## src/rtl/scl_pkg.sv

```systemverilog
package scl_pkg;
  localparam int unsigned DEF_FLAG_W   = 33;
  localparam int unsigned DEF_N_SLOTS  = 6;
  localparam int unsigned DEF_ADDR_W   = 18;
  localparam int unsigned DEF_FUNC_W   = 2;
  localparam int unsigned DEF_SLOT_LEN = 32;
  localparam int unsigned DEF_SYNC     = 2;

  // Which register the current frame bit belongs to
  typedef enum logic [1:0] {
    FLD_NONE = 2'd0,
    FLD_FLAG = 2'd1,
    FLD_ADDR = 2'd2,
    FLD_FUNC = 2'd3
  } field_e;

  typedef enum logic {
    ST_LOAD = 1'b0,
    ST_FULL = 1'b1
  } ld_state_e;
endpackage

```

## src/rtl/scl_edge_sync.sv

```systemverilog
module scl_edge_sync #(
  parameter int unsigned STAGES = 2
) (
  input  logic clk,
  input  logic rst_n,
  input  logic sclk_i,
  input  logic sdat_i,
  output logic fall_o,
  output logic bit_o
);
  logic [STAGES-1:0] clk_sh;
  logic [STAGES-1:0] dat_sh;
  logic              clk_d;

  // serial clock idles high: reset to 1 so no false edge after reset
  always_ff @(posedge clk or negedge rst_n) begin
    if (!rst_n) begin
      clk_sh <= '1;
      dat_sh <= '0;
      clk_d  <= 1'b1;
    end else begin
      clk_sh <= {clk_sh[STAGES-2:0], sclk_i};
      dat_sh <= {dat_sh[STAGES-2:0], sdat_i};
      clk_d  <= clk_sh[STAGES-1];
    end
  end

  assign fall_o = clk_d & ~clk_sh[STAGES-1];
  assign bit_o  = dat_sh[STAGES-1];
endmodule

```

## src/rtl/scl_frame_seq.sv

```systemverilog
module scl_frame_seq
  import scl_pkg::*;
#(
  parameter int unsigned FLAG_W   = DEF_FLAG_W,
  parameter int unsigned N_SLOTS  = DEF_N_SLOTS,
  parameter int unsigned ADDR_W   = DEF_ADDR_W,
  parameter int unsigned FUNC_W   = DEF_FUNC_W,
  parameter int unsigned SLOT_LEN = DEF_SLOT_LEN,
  localparam int unsigned FRAME_LEN = FLAG_W + N_SLOTS * SLOT_LEN,
  localparam int unsigned CNT_W  = $clog2(FRAME_LEN + 1),
  localparam int unsigned SLOT_W = (N_SLOTS > 1) ? $clog2(N_SLOTS) : 1,
  localparam int unsigned OFF_W  = $clog2(SLOT_LEN)
) (
  input  logic              clk,
  input  logic              rst_n,
  input  logic              fall_i,
  output logic              take_o,
  output field_e            field_o,
  output logic [SLOT_W-1:0] slot_o,
  output logic              done_o,
  output logic              loaded_o
);
  ld_state_e        state;
  logic [CNT_W-1:0] cnt;
  logic [CNT_W-1:0] rel;
  logic [OFF_W-1:0] off;

  assign take_o = fall_i && (state == ST_LOAD);

  // decode the position of the next bit in the frame
  always_comb begin
    rel     = cnt - CNT_W'(FLAG_W);
    off     = OFF_W'(rel % CNT_W'(SLOT_LEN));
    slot_o  = SLOT_W'(rel / CNT_W'(SLOT_LEN));
    field_o = FLD_NONE;
    if (cnt < CNT_W'(FLAG_W)) begin
      field_o = FLD_FLAG;
      slot_o  = '0;
    end else if (off < OFF_W'(ADDR_W)) begin
      field_o = FLD_ADDR;
    end else if (off < OFF_W'(ADDR_W + FUNC_W)) begin
      field_o = FLD_FUNC;
    end
  end

  always_ff @(posedge clk or negedge rst_n) begin
    if (!rst_n) begin
      state  <= ST_LOAD;
      cnt    <= '0;
      done_o <= 1'b0;
    end else begin
      done_o <= 1'b0;
      if (take_o) begin
        cnt <= cnt + 1'b1;
        if (cnt == CNT_W'(FRAME_LEN - 1)) begin
          state  <= ST_FULL;
          done_o <= 1'b1;
        end
      end
    end
  end

  assign loaded_o = (state == ST_FULL);
endmodule

```

## src/rtl/scl_field_store.sv

```systemverilog
module scl_field_store
  import scl_pkg::*;
#(
  parameter int unsigned FLAG_W  = DEF_FLAG_W,
  parameter int unsigned N_SLOTS = DEF_N_SLOTS,
  parameter int unsigned ADDR_W  = DEF_ADDR_W,
  parameter int unsigned FUNC_W  = DEF_FUNC_W,
  localparam int unsigned SLOT_W = (N_SLOTS > 1) ? $clog2(N_SLOTS) : 1
) (
  input  logic                        clk,
  input  logic                        rst_n,
  input  logic                        take_i,
  input  field_e                      field_i,
  input  logic [SLOT_W-1:0]           slot_i,
  input  logic                        bit_i,
  output logic [FLAG_W-1:0]           flags_o,
  output logic [N_SLOTS*ADDR_W-1:0]   addr_o,
  output logic [N_SLOTS*FUNC_W-1:0]   func_o
);
  // flags: shift in, first bit ends up at the top
  always_ff @(posedge clk or negedge rst_n) begin
    if (!rst_n) flags_o <= '0;
    else if (take_i && field_i == FLD_FLAG)
      flags_o <= {flags_o[FLAG_W-2:0], bit_i};
  end

  for (genvar k = 0; k < N_SLOTS; k++) begin : g_slot
    logic hit;
    assign hit = take_i && (slot_i == SLOT_W'(k));

    always_ff @(posedge clk or negedge rst_n) begin
      if (!rst_n) begin
        addr_o[k*ADDR_W +: ADDR_W] <= '0;
        func_o[k*FUNC_W +: FUNC_W] <= '0;
      end else if (hit && field_i == FLD_ADDR) begin
        addr_o[k*ADDR_W +: ADDR_W] <= {addr_o[k*ADDR_W +: ADDR_W-1], bit_i};
      end else if (hit && field_i == FLD_FUNC) begin
        func_o[k*FUNC_W +: FUNC_W] <= {func_o[k*FUNC_W +: FUNC_W-1], bit_i};
      end
    end
  end
endmodule

```

## src/rtl/serial_cfg_loader.sv

```systemverilog
module serial_cfg_loader
  import scl_pkg::*;
#(
  parameter int unsigned FLAG_W   = DEF_FLAG_W,
  parameter int unsigned N_SLOTS  = DEF_N_SLOTS,
  parameter int unsigned ADDR_W   = DEF_ADDR_W,
  parameter int unsigned FUNC_W   = DEF_FUNC_W,
  parameter int unsigned SLOT_LEN = DEF_SLOT_LEN,
  parameter int unsigned SYNC     = DEF_SYNC
) (
  input  logic                      clk,
  input  logic                      rst_n,
  input  logic                      ser_clk_i,
  input  logic                      ser_dat_i,
  output logic [FLAG_W-1:0]         flags_o,
  output logic [N_SLOTS*ADDR_W-1:0] addr_o,
  output logic [N_SLOTS*FUNC_W-1:0] func_o,
  output logic                      done_o,
  output logic                      loaded_o
);
  localparam int unsigned SLOT_W = (N_SLOTS > 1) ? $clog2(N_SLOTS) : 1;

  logic              fall;
  logic              sbit;
  logic              take;
  field_e            field;
  logic [SLOT_W-1:0] slot;

  scl_edge_sync #(.STAGES(SYNC)) u_sync (
    .clk    (clk),
    .rst_n  (rst_n),
    .sclk_i (ser_clk_i),
    .sdat_i (ser_dat_i),
    .fall_o (fall),
    .bit_o  (sbit)
  );

  scl_frame_seq #(
    .FLAG_W(FLAG_W), .N_SLOTS(N_SLOTS), .ADDR_W(ADDR_W),
    .FUNC_W(FUNC_W), .SLOT_LEN(SLOT_LEN)
  ) u_seq (
    .clk      (clk),
    .rst_n    (rst_n),
    .fall_i   (fall),
    .take_o   (take),
    .field_o  (field),
    .slot_o   (slot),
    .done_o   (done_o),
    .loaded_o (loaded_o)
  );

  scl_field_store #(
    .FLAG_W(FLAG_W), .N_SLOTS(N_SLOTS), .ADDR_W(ADDR_W), .FUNC_W(FUNC_W)
  ) u_store (
    .clk     (clk),
    .rst_n   (rst_n),
    .take_i  (take),
    .field_i (field),
    .slot_i  (slot),
    .bit_i   (sbit),
    .flags_o (flags_o),
    .addr_o  (addr_o),
    .func_o  (func_o)
  );
endmodule

```

## config.mk

```make
export PLATFORM = sky130hd
export DESIGN_NAME = serial_cfg_loader
export DESIGN_NICKNAME = d
export VERILOG_FILES = /design/src/rtl/scl_pkg.sv /design/src/rtl/scl_edge_sync.sv /design/src/rtl/scl_frame_seq.sv /design/src/rtl/scl_field_store.sv /design/src/rtl/serial_cfg_loader.sv
export SDC_FILE = /design/constraint.sdc
export NUM_CORES = 1
export LEC_CHECK = 0
export BUFFER_PORTS_ARGS = -buffer_cell sky130_fd_sc_hd__buf_4
export CAP_MARGIN = 10
export CORE_MARGIN = 4
export CORE_UTILIZATION = 30
export CTS_BUF_LIST = sky130_fd_sc_hd__clkbuf_4 sky130_fd_sc_hd__clkbuf_8
export CTS_CLUSTER_SIZE = 40
export DETAILED_ROUTE_END_ITERATION = 7
export PLACE_DENSITY = 0.5
export SYNTH_ARGS = -nofsm -noshare
export SYNTH_HDL_FRONTEND = slang
export SYNTH_SLANG_ARGS = --single-unit
```

## constraint.sdc

```tcl
create_clock -name clk -period 4.02 [get_ports clk]
set_clock_uncertainty 0.1 [all_clocks]
set_input_delay 0.603 -clock clk [delete_from_list [all_inputs] [get_ports clk]]
set_output_delay 0.603 -clock clk [all_outputs]
set_load 0.03 [all_outputs]
```

Word-level counts from Yosys, hierarchy flattened
Cells that the tools add are included.

Word-level logic and storage cells: 76. Input port bits: 4. Flip-flop bits (word level): 168.

Magnitude comparators: 3. Muxes and demuxes: 6. Add/subtract/negate cells: 2. Reductions and logical operators: 28. Equal/unequal tests: 9. Bitwise gates (word level): 9.

Operators by type and width (number): 1-bit logical AND (20); 2-bit AND reduction (7); 5-bit < comparator (second input constant) (2); 8-bit by 1-bit adder with 8-bit output (second input constant) (1); 8-bit equality test (second input constant) (1); 8-bit by 6-bit < comparator with 1-bit output (second input constant) (1); 1-bit NOT (8); 8-bit by 6-bit subtractor with 8-bit output (second input constant) (1); 3-bit by 2-bit equality test with 1-bit output (second input constant) (2); 3-bit equality test (second input constant) (2); 2-bit 2-to-1 mux (3); 2-bit equality test (second input constant) (2); 3-bit by 1-bit equality test with 1-bit output (second input constant) (1); 3-bit zero test (1); 3-bit 2-to-1 mux (1); 2-bit by 1-bit equality test with 1-bit output (second input constant) (1); 1-bit 2-to-1 mux (2); 1-bit bitwise AND (1).

Longest topological paths before layout
Depth in word-level cells: 9. Depth in mapped cells: 10.

Modules after synthesis
From an unflattened synthesis, not the netlist that was laid out.

Cell total of the unflattened synthesis: 417. Area total of the unflattened synthesis: 6642.6 um2.

Modules (own cells, without submodules): scl_field_store (cells an instance 341, instances 1, area each 5825.6 um2); scl_frame_seq (cells an instance 70, instances 1, area each 674.4 um2); scl_edge_sync (cells an instance 6, instances 1, area each 142.6 um2).

Worst setup path after synthesis
Ideal clock, no wire load.

Kind: register -> register. Start point: reg u_seq.cnt[0]. End point: reg u_store.addr_o[100]. Library setup time: 125 ps. Stages on the path, launching flop included: 10. Arrival time: 2635 ps. Path slack: 1160 ps. Path buffers: 2. Cells stage by stage: dfrtp_1 inv_1 ha_1 buf_6 or3b_4 a31oi_4 o21ai_2 nor4b_4 buf_6 mux2_2.

Longest elaborated chain between the ends: 7. Elaborated cells on any way between the ends: 12. Classes of those cells: add/sub: 1; order compare: 3; eq/ne: 2; mux: 4; reduce/logical: 2.

Ends and longest elaborated chain: start, declared (line scl_frame_seq.sv:24) `logic [CNT_W-1:0] cnt;`; start signal, assigned (line scl_frame_seq.sv:54) `cnt <= cnt + 1'b1;`; 8-bit by 6-bit subtractor with 8-bit output * (line scl_frame_seq.sv:32) `rel = cnt - CNT_W'(FLAG_W);`; net u_seq.off[0] (line scl_frame_seq.sv:26) `logic [OFF_W-1:0] off;`; 5-bit < comparator (line scl_frame_seq.sv:41) `end else if (off < OFF_W'(ADDR_W + FUNC_W)) begin`; 2-bit 2-to-1 mux (line scl_frame_seq.sv:41); 2-bit 2-to-1 mux * (line scl_frame_seq.sv:39) `end else if (off < OFF_W'(ADDR_W)) begin`; 2-bit 2-to-1 mux * (line scl_frame_seq.sv:36) `if (cnt < CNT_W'(FLAG_W)) begin`; 2-bit equality test * (line scl_field_store.sv:35) `end else if (hit && field_i == FLD_ADDR) begin`; 1-bit logical AND * (line scl_field_store.sv:35); end signal, assigned by index (line scl_field_store.sv:36) `addr_o[k*ADDR_W +: ADDR_W] <= {addr_o[k*ADDR_W +: ADDR_W-1], bit_i};`; end, declared (line scl_field_store.sv:17) `output logic [N_SLOTS*ADDR_W-1:0] addr_o,`.

The timed path passes the listed nets; every way through them passes the cells marked *. A chain may end at the register's enable or synchronous reset.

Final worst setup path
Start point: reg u_seq.cnt[0]. End point: reg u_store.addr_o[42].

The elaborated chain is that of the path after synthesis.

==> results.txt <==
----------------------------------------------------
[Outcome]
  Result of the run ... completed

[Final layout]
  Filler cell count ... approximately 2,100
  Core utilization of the finished layout ... 39.33%
  Antenna diode count ... 0
  Number of nets at the end of the flow ... 612
  Layout cells sized above 1 ... between 50% and 60%
  Area of all sequential standard cells ... between 4000 and 5000 µm²
  Area used by multi-input combinational logic ... between 2000 and 2500 µm²
  Synthesis-to-finish area growth ... 27.51%

[Synthesis]
  Synthesized-area fraction occupied by ao, oa, aoi and oai cells ... ~3.3%
  Asr flop ratio synth ... 100.0%
  Share of synthesized area occupied by flip-flops and latches ... just over 60%
  Number of warnings printed during yosys synthesis ... 0
  Synthesized area per cell ... around 15 µm²
  Multiplexer share of the synthesized area ... ~25%
  Post-synth top area cell ... sky130_fd_sc_hd__dfrtp_1
  Syn Inst Count ... roughly 450
  Fraction of the mapped netlist area in simple logic gates ... ~5.8%
  Yosys top cell area share ... 60.77%
  Post-synthesis cell area ... about 6800 µm²
  Total nets after synthesis ... ~450
  Top flip-flop cell by instance count after synthesis ... sky130_fd_sc_hd__dfrtp_1
  Area share of xor/xnor cells in the synthesized design ... between 1 and 1.5%
  Adder-cell area share of the yosys netlist ... less than 1%
  Number of enable flip-flop cells after synthesis ... 0
  Dominant combinational cell family by area after synthesis ... multiplexers
  Cell types occupying the most area after synthesis ... sky130_fd_sc_hd__dfrtp_1 (61%), sky130_fd_sc_hd__mux2_2 (25%), sky130_fd_sc_hd__dfstp_2 (1.2%)
  #FFs+latches synth ... roughly 170
  Count of cell types in the netlist ... 52

[Floorplan]
  Floorplan row count ... 54
  Chip Width ... ~160 µm
  Effective utilization at floorplan ... 30.85%
  Overall die height ... 158.5 µm
  I/O pin count ... approximately 160
  Floorplan core area ... between 20,000 and 25,000 µm²
  Die Outline Area ... roughly 25,000 µm²

[Setup path]
  Depth of the worst register-to-register path ... 7
  Maximum fanout encountered on the critical timing path ... 18
  Maximum cell stage delay along the critical path ... roughly 0.73 ns
  Sort of element at the end of the critical path ... flip-flop
  CP cell instances ... inv_1, ha_1, or3b_4, a31oi_4, o21a_1, and4_1, mux2_2
  Worst setup SP type ... flip-flop
  R2R Setup Slk ... approximately 0.8 ns
  Arrival time of the worst setup path ... around 3.4 ns
  Critical path's slowest cell ... sky130_fd_sc_hd__and4_1
  Critical path data required time ... between 4 and 5 ns
  Critical path start-end classification ... reg -> reg

[Route]
  Average routed wire per standard cell ... roughly 16 µm
  Via count ... 4,269
  Detailed Route WL ... ~15,000 µm
  DR iter-0 viols ... between 150 and 200
  DR pass1 iterations ... 4
  Detail Route Antenna Nets ... 0
  Post-detailed-route via-to-cell ratio ... roughly 4.7
  DRC violations left ... 0

[Timing]
  Fin. Hold Viols ... 0
  Worst slew margin ... 29.78%
  Setup repair after global routing missed its margin ... false
  Time the worst path needs with I/O delays and setup ... 3.200 ns
  Max-slew violation total from the final report ... 0
  Transition time of the tightest slew-check pin ... 1.051 ns
  Final setup vio count ... 0
  Sum of negative setup slack ... 0 ns
  Upper clock frequency limit ... around 310 MHz
  Share of the clock period used by the worst path after layout ... just under 80%

[GRT]
  Vias in the first global route ... approximately 4,400
  Global-route met2 utilization ... a little under a fifth
  Met1 Resource Use GR ... approximately 15%
  Grt met3 use ... 3.615%
  Total global routing overflow ... 0
  GR Util All Layers ... 11.82%
  Number of antenna violations at the first check in global routing ... 0
  Maximum number of pins on one net before global-route repair ... 83
  Wire length of the first global-routing pass ... roughly 24,000 µm
  Most utilized layer in the global route result ... met2

[Power and ir drop]
  Ratio of total power to cell area ... between 400 and 500 nW/µm²
  Leak pwr ... approximately 4.4 nW
  VDD IR-drop max ... between 400 and 500 µV

[Placement]
  Placed wire-length estimate after detailed placement ... approximately 10,000 µm
  Global placer's final weighted congestion ... between 0.8 and 0.9
  Port Buf Inserts ... ~160

[Clock network]
  H-tree depth ... 4
  Clock buffers created by TritonCTS ... 17
  Deepest clock path buffer count ... 2
  Latest clock arrival within the worst-skew pair ... roughly 0.44 ns
  Clock tree from TritonCTS ... done
  Post-CTS setup-driven buffer insertion count ... 0
  Clock root buffer ... sky130_fd_sc_hd__clkbuf_8
  Clock Sink Count ... between 150 and 200
  CTS clock-pin slew for the worst setup and hold paths ... roughly 0.090 ns

[Flow run]
  Count of maximum capacitance violations ... 0

[Worst hold path]
  Hold path depth ... 1
  Worst min path class ... in -> reg

----------------------------------------------------
worst max-delay path: cells and delay by family, from the launching register on:
family                   cells  cell delay, ns
AO/OA/AOI/OAI                2            0.40
adder cells (fa/ha/maj)      1            0.38
buffers and inverters        1            0.13
flip-flops                   1            0.47
multiplexers                 1            0.41
AND/OR/NAND/NOR              2            1.19
sequential cells by signal (all words and copies together) (netlist names):
signal	count
u_sync.dat_sh	2
u_seq.done_o	1
u_store.addr_o	108
u_seq.cnt	8
u_sync.clk_sh	2
u_store.func_o	12
u_seq.loaded_o	1
u_store.flags_o	33
u_sync.clk_d	1
worst paths after layout:
check | startpoint | end
hold reg to reg | u_sync.clk_sh[0] | u_sync.clk_sh[1]
setup / recovery | u_seq.cnt[0] | u_store.addr_o[42]
hold / removal | ser_clk_i | u_sync.clk_sh[0]
setup reg to reg | u_seq.cnt[0] | u_store.addr_o[42]
min in group asynchronous | rst_n | u_store.flags_o[14]
max in group asynchronous | rst_n | u_store.addr_o[58]
where the power goes:
part	leakage [nW]	switching [mW]	internal (mW)
combinational	1.94	0.446	0.270
clock	0.186	0.655	0.522
sequential	2.30	0.134	1.79
total	4.43	1.23	2.58
kinds of logic after synthesis:
kind of cell | Yosys count
DFF | 168
muxes | 153
and+or+nand+nor | 58
AOI/OAI and AO/OA | 29
buffers and inverters | 26
xor gates and xnor gates | 9
adders and majority gates | 2
through the flow:
stage	setup WS (ns)	power (mW)	instances	cell area (µm²)	hold slack [ns]
2_1_floorplan	1.160	2.438	445	6794	0.2074
3_3_place_gp	0.9310	2.655	866	8265	0.2366
3_5_place_dp	0.8246	2.669	866	8265	0.2381
4_1_cts	0.7966	3.889	899	8663	0.1153
5_1_grt	0.6253	4.028	899	8663	0.1110
6_report	0.8205	3.813	899	8663	0.1639
what timing repair did:
action	4_1_cts	5_1_grt
gates resized for setup	0	0
hold buffers	1	0
hold endpoints to repair	43	0
layer usage:
metal / vias up / wire (µm) / share of wire, %
li1: 1945 / - / -
met1: 2190 / 6388 / 44
met3: 13 / 878 / 6.0
met4: 0 / 136 / 0.94
met5: - / 0 / 0
met2: 121 / 7110 / 49
cell type report:
cell class / instances / area share [%]
timing repair buffer: 164 / 14.43
multi-input combinational: 251 / 28.31
sequential: 168 / 48.57
clock buffer: 18 / 2.860
tap: 280 / 4.044
clock inverter: 14 / 1.618
inverter: 4 / 0.1733
synth_stat cells (all sizes together) (3+ instances only):
library cell and count:
and3 3, nand3 3, dfrtp 165, nor3 6
or3 3, nand4 7, o211ai 4, buf 13
dfstp 3, xor2 4, mux2 153, o21ai 6
a21oi 6, nor2 8, nand2 9, clkbuf 9
nor4b 3, o31ai 3, xnor2 5, inv 4
placed cells by master (no fill, tap or decap), drive strengths merged, types with 3 or more instances in the layout:
| master | count |
|---|---|
| a21oi | 6 |
| and3 | 3 |
| buf | 163 |
| clkbuf | 18 |
| clkinv | 4 |
| clkinvlp | 4 |
| dfrtp | 165 |
| dfstp | 3 |
| inv | 9 |
| mux2 | 153 |
| nand2 | 9 |
| nand3 | 3 |
| nand4 | 7 |
| nor2 | 8 |
| nor3 | 6 |
| nor4b | 3 |
| o211ai | 4 |
| o21ai | 6 |
| o31ai | 3 |
| or3 | 3 |
| xnor2 | 5 |
| xor2 | 4 |
(Power assumes the default switching activity.)
